## src/rtl/mdio_dual_pkg.sv

```systemverilog
package mdio_dual_pkg;
   localparam int ADR_W        = 5;
   localparam int DAT_W        = 16;
   localparam int HDR_BITS     = 14;
   localparam int CW_PHY_LSB   = 21;
   localparam int CW_REG_LSB   = 16;
   localparam int CW_WR_BIT    = 26;
   localparam int CW_RD_BIT    = 27;
   localparam int CW_DONE_BIT  = 28;

   typedef struct packed {
      logic             wr;
      logic [ADR_W-1:0] phy;
      logic [ADR_W-1:0] regad;
      logic [DAT_W-1:0] data;
   } mdio_txn_t;
endpackage

```

## src/rtl/mdio_bit_timer.sv

```systemverilog
module mdio_bit_timer #(
   parameter int HALF_DIV = 2
) (
   input  logic clk,
   input  logic rst_n,
   input  logic run,
   output logic mdc,
   output logic end_high
);
   logic hi;
   logic end_phase;

   if (HALF_DIV < 1) begin : g_bad_div
      $error("HALF_DIV must be at least 1");
   end

   if (HALF_DIV == 1) begin : g_single
      assign end_phase = run;
   end else begin : g_count
      localparam int CW = $clog2(HALF_DIV);
      localparam logic [CW-1:0] TOP = CW'(HALF_DIV - 1);
      logic [CW-1:0] cnt;
      always_ff @(posedge clk) begin
         if (!rst_n)                cnt <= '0;
         else if (!run || end_phase) cnt <= '0;
         else                       cnt <= cnt + 1'b1;
      end
      assign end_phase = run && (cnt == TOP);
   end

   always_ff @(posedge clk) begin
      if (!rst_n)         hi <= 1'b0;
      else if (!run)      hi <= 1'b0;
      else if (end_phase) hi <= !hi;
   end

   assign mdc      = hi;
   assign end_high = end_phase && hi;
endmodule

```

## src/rtl/mdio_frame_eng.sv

```systemverilog
module mdio_frame_eng
   import mdio_dual_pkg::*;
#(
   parameter int PRE_LEN = 35
) (
   input  logic             clk,
   input  logic             rst_n,
   input  logic             start,
   input  mdio_txn_t        txn,
   input  logic             end_high,
   input  logic             mdio_i,
   output logic             busy,
   output logic             is_wr,
   output logic             mdio_o,
   output logic             mdio_oe,
   output logic             done,
   output logic [DAT_W-1:0] rdata
);
   localparam int IDX_W = $clog2(PRE_LEN + 33);
   localparam logic [IDX_W-1:0] PRE_END   = IDX_W'(PRE_LEN);
   localparam logic [IDX_W-1:0] OE_CUT    = IDX_W'(PRE_LEN + HDR_BITS);
   localparam logic [IDX_W-1:0] SAMP_FROM = IDX_W'(PRE_LEN + HDR_BITS + 1);
   localparam logic [IDX_W-1:0] LAST_WR   = IDX_W'(PRE_LEN + 31);
   localparam logic [IDX_W-1:0] LAST_RD   = IDX_W'(PRE_LEN + 30);

   if (PRE_LEN < 1) begin : g_bad_pre
      $error("PRE_LEN must be at least 1");
   end

   logic [IDX_W-1:0] idx;
   logic [31:0]      sh;
   logic             last_bit;

   assign last_bit = is_wr ? (idx == LAST_WR) : (idx == LAST_RD);

   always_ff @(posedge clk) begin
      if (!rst_n) begin
         busy  <= 1'b0;
         is_wr <= 1'b0;
         idx   <= '0;
         sh    <= '0;
         rdata <= '0;
         done  <= 1'b0;
      end else begin
         done <= 1'b0;
         if (start && !busy) begin
            busy  <= 1'b1;
            is_wr <= txn.wr;
            idx   <= '0;
            sh    <= txn.wr ? {2'b01, 2'b01, txn.phy, txn.regad, 2'b10, txn.data}
                            : {2'b01, 2'b10, txn.phy, txn.regad, 18'b0};
         end else if (busy && end_high) begin
            if (!is_wr && idx >= SAMP_FROM)
               rdata <= {rdata[DAT_W-2:0], mdio_i};
            if (last_bit) begin
               busy <= 1'b0;
               done <= 1'b1;
            end else begin
               idx <= idx + 1'b1;
               if (idx >= PRE_END) sh <= {sh[30:0], 1'b0};
            end
         end
      end
   end

   assign mdio_oe = busy && (is_wr || idx < OE_CUT);
   assign mdio_o  = mdio_oe && ((idx < PRE_END) || sh[31]);

   // completion pulse only follows a running frame
   p_done_after_busy_r11: assert property (@(posedge clk) disable iff (!rst_n)
      done |-> !busy && $past(busy));
endmodule

```

## src/rtl/mdio_cmd_port.sv

```systemverilog
module mdio_cmd_port
   import mdio_dual_pkg::*;
(
   input  logic             clk,
   input  logic             rst_n,
   input  logic             req_valid,
   input  logic             req_write,
   input  logic [ADR_W-1:0] req_phy,
   input  logic [ADR_W-1:0] req_reg,
   input  logic [DAT_W-1:0] req_wdata,
   input  logic             cmd_we,
   input  logic [31:0]      cmd_wdata,
   input  logic             eng_busy,
   input  logic             eng_is_wr,
   input  logic             eng_done,
   input  logic [DAT_W-1:0] eng_rdata,
   output logic             start,
   output mdio_txn_t        txn,
   output logic [31:0]      cmd_rdata
);
   logic             reserved_set;
   logic             cmd_go;
   logic             dir_go;
   logic [ADR_W-1:0] f_phy;
   logic [ADR_W-1:0] f_reg;
   logic [DAT_W-1:0] f_data;
   logic             done_flag;

   assign reserved_set = |cmd_wdata[31:CW_DONE_BIT];
   assign cmd_go = cmd_we && !eng_busy && !reserved_set
                   && (cmd_wdata[CW_RD_BIT] || cmd_wdata[CW_WR_BIT]);
   assign dir_go = req_valid && !eng_busy && !cmd_go;
   assign start  = cmd_go || dir_go;

   always_comb begin
      if (cmd_go) begin
         txn.wr    = !cmd_wdata[CW_RD_BIT];
         txn.phy   = cmd_wdata[CW_PHY_LSB +: ADR_W];
         txn.regad = cmd_wdata[CW_REG_LSB +: ADR_W];
         txn.data  = cmd_wdata[DAT_W-1:0];
      end else begin
         txn.wr    = req_write;
         txn.phy   = req_phy;
         txn.regad = req_reg;
         txn.data  = req_wdata;
      end
   end

   always_ff @(posedge clk) begin
      if (!rst_n) begin
         f_phy     <= '0;
         f_reg     <= '0;
         f_data    <= '0;
         done_flag <= 1'b0;
      end else if (start) begin
         f_phy     <= txn.phy;
         f_reg     <= txn.regad;
         f_data    <= txn.data;
         done_flag <= 1'b0;
      end else if (eng_done && !eng_is_wr) begin
         f_data    <= eng_rdata;
         done_flag <= 1'b1;
      end
   end

   assign cmd_rdata = {3'b000, done_flag, eng_busy && !eng_is_wr, eng_busy && eng_is_wr,
                       f_phy, f_reg, f_data};

   // addresses in the status view hold while a frame runs
   p_fields_hold_r9: assert property (@(posedge clk) disable iff (!rst_n)
      eng_busy |=> $stable(f_phy) && $stable(f_reg));
   // acceptance clears the done flag
   p_done_clear_r8: assert property (@(posedge clk) disable iff (!rst_n)
      start |=> !cmd_rdata[CW_DONE_BIT]);
   // read completion sets the done flag
   p_done_set_r8: assert property (@(posedge clk) disable iff (!rst_n)
      eng_done && !eng_is_wr && !start |=> cmd_rdata[CW_DONE_BIT]);
endmodule

```

## src/rtl/mdio_dual_master.sv

```systemverilog
module mdio_dual_master
   import mdio_dual_pkg::*;
#(
   parameter int PRE_LEN  = 35,
   parameter int HALF_DIV = 2
) (
   input  logic        clk,
   input  logic        rst_n,
   input  logic        req_valid,
   input  logic        req_write,
   input  logic [4:0]  req_phy,
   input  logic [4:0]  req_reg,
   input  logic [15:0] req_wdata,
   input  logic        cmd_we,
   input  logic [31:0] cmd_wdata,
   output logic [31:0] cmd_rdata,
   output logic        busy,
   output logic        done,
   output logic [15:0] rd_data,
   output logic        mdc,
   output logic        mdio_o,
   output logic        mdio_oe,
   input  logic        mdio_i
);
   logic      start;
   mdio_txn_t txn;
   logic      eng_is_wr;
   logic      end_high;

   mdio_cmd_port u_port (
      .clk       (clk),
      .rst_n     (rst_n),
      .req_valid (req_valid),
      .req_write (req_write),
      .req_phy   (req_phy),
      .req_reg   (req_reg),
      .req_wdata (req_wdata),
      .cmd_we    (cmd_we),
      .cmd_wdata (cmd_wdata),
      .eng_busy  (busy),
      .eng_is_wr (eng_is_wr),
      .eng_done  (done),
      .eng_rdata (rd_data),
      .start     (start),
      .txn       (txn),
      .cmd_rdata (cmd_rdata)
   );

   mdio_frame_eng #(.PRE_LEN(PRE_LEN)) u_eng (
      .clk      (clk),
      .rst_n    (rst_n),
      .start    (start),
      .txn      (txn),
      .end_high (end_high),
      .mdio_i   (mdio_i),
      .busy     (busy),
      .is_wr    (eng_is_wr),
      .mdio_o   (mdio_o),
      .mdio_oe  (mdio_oe),
      .done     (done),
      .rdata    (rd_data)
   );

   mdio_bit_timer #(.HALF_DIV(HALF_DIV)) u_tmr (
      .clk      (clk),
      .rst_n    (rst_n),
      .run      (busy),
      .mdc      (mdc),
      .end_high (end_high)
   );

   // data line is held while the clock stays high
   p_mdio_stable_high_r10: assert property (@(posedge clk) disable iff (!rst_n)
      mdc && $past(mdc) |-> $stable(mdio_o) && $stable(mdio_oe));
   // idle bus keeps the clock low and the line released
   p_idle_quiet_r10: assert property (@(posedge clk) disable iff (!rst_n)
      !busy |-> !mdc && !mdio_oe);
endmodule

```

## config.mk

```make
export PLATFORM = sky130hd
export DESIGN_NAME = mdio_dual_master
export DESIGN_NICKNAME = d
export VERILOG_FILES = /design/src/rtl/mdio_dual_pkg.sv /design/src/rtl/mdio_bit_timer.sv /design/src/rtl/mdio_frame_eng.sv /design/src/rtl/mdio_cmd_port.sv /design/src/rtl/mdio_dual_master.sv
export SDC_FILE = /design/constraint.sdc
export NUM_CORES = 1
export LEC_CHECK = 0
export ABC_AREA = 1
export CORE_MARGIN = 1.5
export CORE_UTILIZATION = 25
export CTS_BUF_LIST = sky130_fd_sc_hd__clkbuf_16
export DETAILED_ROUTE_END_ITERATION = 10
export DONT_BUFFER_PORTS = 1
export GPL_TIMING_DRIVEN = 0
export PLACE_DENSITY = 0.4
export RECOVER_POWER = 25
export REMOVE_ABC_BUFFERS = 1
export SYNTH_ARGS = -nofsm -noshare
export SYNTH_HDL_FRONTEND = slang
export SYNTH_SLANG_ARGS = --single-unit
```

## constraint.sdc

```tcl
create_clock -name clk -period 1.74 [get_ports clk]
set_input_delay 0 -clock clk [delete_from_list [all_inputs] [get_ports clk]]
set_output_delay 0 -clock clk [all_outputs]
set_load 0.05 [all_outputs]
```

# Word level (Yosys, flattened, before mapping)
# Cells that the tools add are included.
# classes
eq_ne	3
n_lt_le_gt_ge	4
n_bitwise	4
add_sub_neg	2
n_mux	13
reduce_logical	40
# op_table
cell	count
32-bit 2-to-1 mux	4
16-bit 2-to-1 mux	2
30-bit 2-to-1 mux	1
27-bit 2-to-1 mux	1
1-bit logical AND	15
7-bit equality test, second input constant	2
7-bit by 6-bit greater-or-equal comparator with 1-bit output, second input constant	2
7-bit by 6-bit < comparator with 1-bit output, second input constant	2
2-bit nonzero test	4
7-bit by 1-bit adder with 7-bit output, second input constant	1
1-bit zero test	6
2-bit AND reduction	3
3-bit AND reduction	2
2-bit OR reduction	3
1-bit logical OR	5
1-bit 2-to-1 mux	5
1-bit NOT	4
4-bit OR reduction	1
3-bit OR reduction	1
2-bit inequality test, second input constant	1
1-bit adder, second input constant	1
# word_totals
register_bits	87
input_bits	64
wordCells	78

# Depth between registers and ports, before layout
# logic_depth
ltp_word	10
depth_mapped	12

# Modules after synthesis
# Synthesis repeated with hierarchy kept, for this count alone.
# hier_totals
hier_cells	744
area_unflattened_um2	4949.7
# modules_own_cells
module	cells_per_inst	area_per_inst_um2	instances
mdio_frame_eng	433	2916.5	1
mdio_cmd_port	299	1945.6	1
mdio_bit_timer	12	87.6	1

# Worst setup path after synthesis
# No wires, ideal clock.
# synth_path
path_type	reg-to-reg
startpoint	register u_eng.busy
endpoint	register u_eng.sh[16]
setup_ps	116
arrival_time_ps	1742
stages_incl_launch_ff	8
slack_ps	-117
path_cell_list	dfxtp_1 -> nand3_1 -> a21oi_4 -> nand2_4 -> buf_6 -> buf_6 -> a21oi_2 -> nor2_1
# synth_via
elab_chain_len	10
word_cells_on_any_way	17
cone_classes	1 x eq/ne; 1 x mux; 15 x reduce/logical
# synth_rtl
element	line	text
from (decl)	mdio_frame_eng.sv:12	output logic busy,
from (signal assigned)	mdio_frame_eng.sv:38	busy <= 1'b0;
from (signal assigned)	mdio_frame_eng.sv:47	busy <= 1'b1;
from (signal assigned)	mdio_frame_eng.sv:56	busy <= 1'b0;
1-bit zero test	mdio_frame_eng.sv:46, mdio_cmd_port.sv:30, mdio_cmd_port.sv:32	
1-bit logical AND (2 in series)	mdio_cmd_port.sv:30	assign cmd_go = cmd_we && !eng_busy && !reserved_set
1-bit logical AND	mdio_cmd_port.sv:31	&& (cmd_wdata[CW_RD_BIT] || cmd_wdata[CW_WR_BIT]);
1-bit zero test	mdio_cmd_port.sv:32	assign dir_go = req_valid && !eng_busy && !cmd_go;
1-bit logical AND	mdio_cmd_port.sv:32	
1-bit logical OR	mdio_cmd_port.sv:33	assign start = cmd_go || dir_go;
1-bit logical AND	mdio_frame_eng.sv:46	if (start && !busy) begin
2-bit inequality test (no line) or 2-bit nonzero test (tied branches)	--	
3-bit AND reduction (no line)	--	
to (signal assigned)	mdio_frame_eng.sv:50	sh <= txn.wr ? {2'b01, 2'b01, txn.phy, txn.regad, 2'b10, txn.data}
to (signal assigned)	mdio_frame_eng.sv:60	if (idx >= PRE_END) sh <= {sh[30:0], 1'b0};
to (decl)	mdio_frame_eng.sv:31	logic [31:0] sh;
# Several ways; a longest one is shown, not always the timed one.
# A chain may end at the register's enable or synchronous reset.

# Worst setup path in the final report
# layout_path
startpoint	register u_eng.busy
endpoint	register u_eng.sh[13]
# Same word-level chain as after synthesis.

==> impl_metrics.toml <==
[setup_path]
worst-r2r-setup-slack_ns = -0.07
crit_arrival_ns = 2.05
startpoint = "u_eng.busy"
crit_type = "reg2reg"
timing.rr.end = "u_eng.sh[13]"
reg2reg_depth = 13
critPathMaxFanout = 7
end_kind = "flop"
endpoint = "u_eng.sh[13]"
r2r_start = "u_eng.busy"
critPathRequiredTime_ns = 1.98
start_kind = "flop"

[sta]
finClkSkew_ns = 0.00477
relSlewSlack_pct = 38.3
hold_viol = 0
finalSetupViolCount = 44
clock.fmax_mhz = 552
grt_setup_unrepaired = "yes"
setup_tns_ns = -1.57
slew_viol_final = 0
worst_pin_slew_ns = 0.925
period_needed_ns = 1.81
fin_crit_sh_pct = 104
finalWorstSetupSlack_ns = -0.0705

[die]
die_h_um = 138
start_util_pct = 25.5
io_pins = 117
die-area_um2 = 19100
dieWidth_um = 138
core_area_um2 = 18000
rows = 49

[yosys]
yosysTopAreaCellShare_pct = 38.1
post-synth-top-area-cell = "dfxtp_1"
ys_top_cells_by_area = "dfxtp_1, nand2_1, nor2_1, o21ai_0, inv_1"
yosysWarningCount = 0
synth_common_cells = "nand2_1, nor2_1, dfxtp_1"
synthArstFlopShare_pct = 0
synth_edf_count = 0
synth.most_common_cell = "nand2_1"
synthesis.area_um2 = 4570
synth_ff_type = "dfxtp_1"
ys_seq_area_share_pct = 38.1
synth.ff_latch_count = 87
syn_inst = 669
synthDistinctLibCells = 37
avgSynthCellArea_um2 = 6.84

[power]
vdd_drop_max_mv = 0.519
power_leakage_nw = 2.70
p_comb_share_pct = 19.4
powerDensity_nw_per_um2 = 848
intPower_mw = 3.76
p_sw_share_pct = 31.3
power.share.clock_pct = 37.8
pwr-share-seq_pct = 42.8
p_switching_mw = 1.71

[routing]
wirelength_um = 17600
ant_nets = 0
post-route-drc-count = 0
via_count = 4563
avgRoutedWirePerCell_um = 18.3
drtPass1Iterations = 4
routed_via_density = 4.73
drt-initial-drc-count = 218

[status]
status = "finished with violations"
failed_checks = "negative setup slack"

[final_layout]
multi_input_area_um2 = 2870
design_area_um2 = 6450
diodes = 0
largest_reg_flops = 32
n_fill_cell = 1872
layout.nets = 796
top_register = "u_eng.sh"
top_regs = "u_eng.sh x32, u_eng.rdata x16, u_port.f_data x16"
areaGrowthSynthToFinish_pct = 40.9
seqCellArea_um2 = 1750
drive_gt1_share_pct = 21.9

[place]
port_buffers = 0
gp_congestion = 0.699
dp_hpwl_um = 7770
dpl-instance-area_um2 = 4570

[global_route]
antenna_found_initial = 0
grt.overflow.total = 0
grt_pass1_wl_um = 26600
grt_usage_pct = 18.5
grt_max_degree = 56
grt_pass1_vias = 4284

[clock_tree]
cts_max_level = 3
cts.clk_slew.worst_paths_ns = 0.06
root_buffer = "clkbuf_16"
clockBufferDepth = 2
cts_tree = "yes"
numCtsBuffers = 9
clkLatencyLatePin_ns = 0.35
clock-sinks = 87

[flow_run]
drv_cap = 0

[hold_path]
hp-class = "in2reg"
logic make-up after synthesis:
kind of cell,count (synthesis),share of synthesized area (%)
xor gates and xnor gates,3,0.575
adders and majority gates,2,0.547
and+or+nand+nor,359,36.0
other,1,0.0820
AOI/OAI and AO/OA,116,13.4
buffers and inverters,101,11.4
DFF,87,38.1
cell type report:
cell class	instances	area share, %
timing repair buffer	69	12.7
sequential	87	27.2
clock inverter	7	1.24
clock buffer	9	3.49
inverter	59	3.82
timing repair inverter	9	2.58
tap	229	4.44
multi-input combinational	495	44.5
what timing repair did:
action,4_1_cts,5_1_grt
pin swaps,25,29
buffers inserted,25,5
cloned,19,2
setup endpoints to repair,87,80
hold buffers,39,0
hold endpoints to repair,75,0
gates resized for setup,116,68
power by group through the flow:
stage	clock network, mW	logic [mW]	registers, mW
6_report	2.07	1.06	2.34
2_1_floorplan	0	0.430	2.36
3_5_place_dp	0	0.546	2.38
5_1_grt	2.21	1.16	2.35
4_1_cts	2.13	0.973	2.34
3_3_place_gp	0	0.538	2.37
per-stage QoR:
| stage | worst slack, ns | instances | hold WS, ns | utilization (%) | total power, mW |
|---|---|---|---|---|---|
| global route | -0.199 | 964 | 0.0170 | 35.9 | 5.73 |
| CTS | -0.103 | 957 | 0.0106 | 34.3 | 5.44 |
| detailed placement | -1.59 | 858 | 0.136 | 25.5 | 2.92 |
| global placement | -1.54 | 858 | 0.137 | 25.5 | 2.91 |
| floorplan | -0.631 | 629 | 0.120 | - | 2.79 |
| finish | -0.0705 | 964 | 0.000601 | 35.9 | 5.47 |
critical path, cell delays in order, from the launching register on:
cell and delay (ns):
dfxtp_4 0.43, inv_6 0.10, nand2_4 0.05, nor2_4 0.09, buf_12 0.13, nand2_8 0.09, nand2_8 0.15, buf_12 0.13
buf_16 0.18, inv_16 0.06, nand2_4 0.05, nand2_2 0.05, nor2_1 0.11, nor2_1 0.05
cell usage in the layout, fill, tap and decap left out, types with 5 or more instances in the layout:
cell,synthesis,routed
buf_6,12,6
nand3_1,35,25
inv_1,55,54
inv_16,0,6
or2_1,10,10
o21ai_1,2,20
buf_4,10,9
nand2_2,2,27
nand2_8,2,13
nor2_1,101,92
clkbuf_16,0,9
o21ai_0,66,40
nor2_2,3,11
nand2_4,3,13
dlygate4sd3_1,0,38
dfxtp_1,87,83
buf_12,0,12
nand2_1,163,127
nand3_2,2,9
nand3_4,0,5
a21oi_1,39,37
o211ai_1,5,5
o21ai_2,0,8
nand3b_1,26,26
worst min-delay path by stage:
stage / start / to / cells past startpoint
floorplan: rst_n / u_eng.sh[17] / 2
global placement: rst_n / u_eng.sh[10] / 2
detailed placement: rst_n / u_eng.sh[9] / 2
CTS: req_wdata[7] / u_port.f_data[7] / 6
global route: cmd_wdata[25] / u_port.f_phy[4] / 3
finish: cmd_wdata[25] / u_port.f_phy[4] / 3
layer usage:
layer  track usage, %  wire [um]  vias to the layer above  part of all wire [%]
met4             5.48        305                        0                   1.7
met3             4.12        864                       17                   4.9
li1                 -          -                     2279                     -
met2             30.0       8380                      123                    48
met5                0          0                        -                     0
met1             24.7       8070                     2144                    46
No activity file was read; power rests on OpenSTA's default activity.
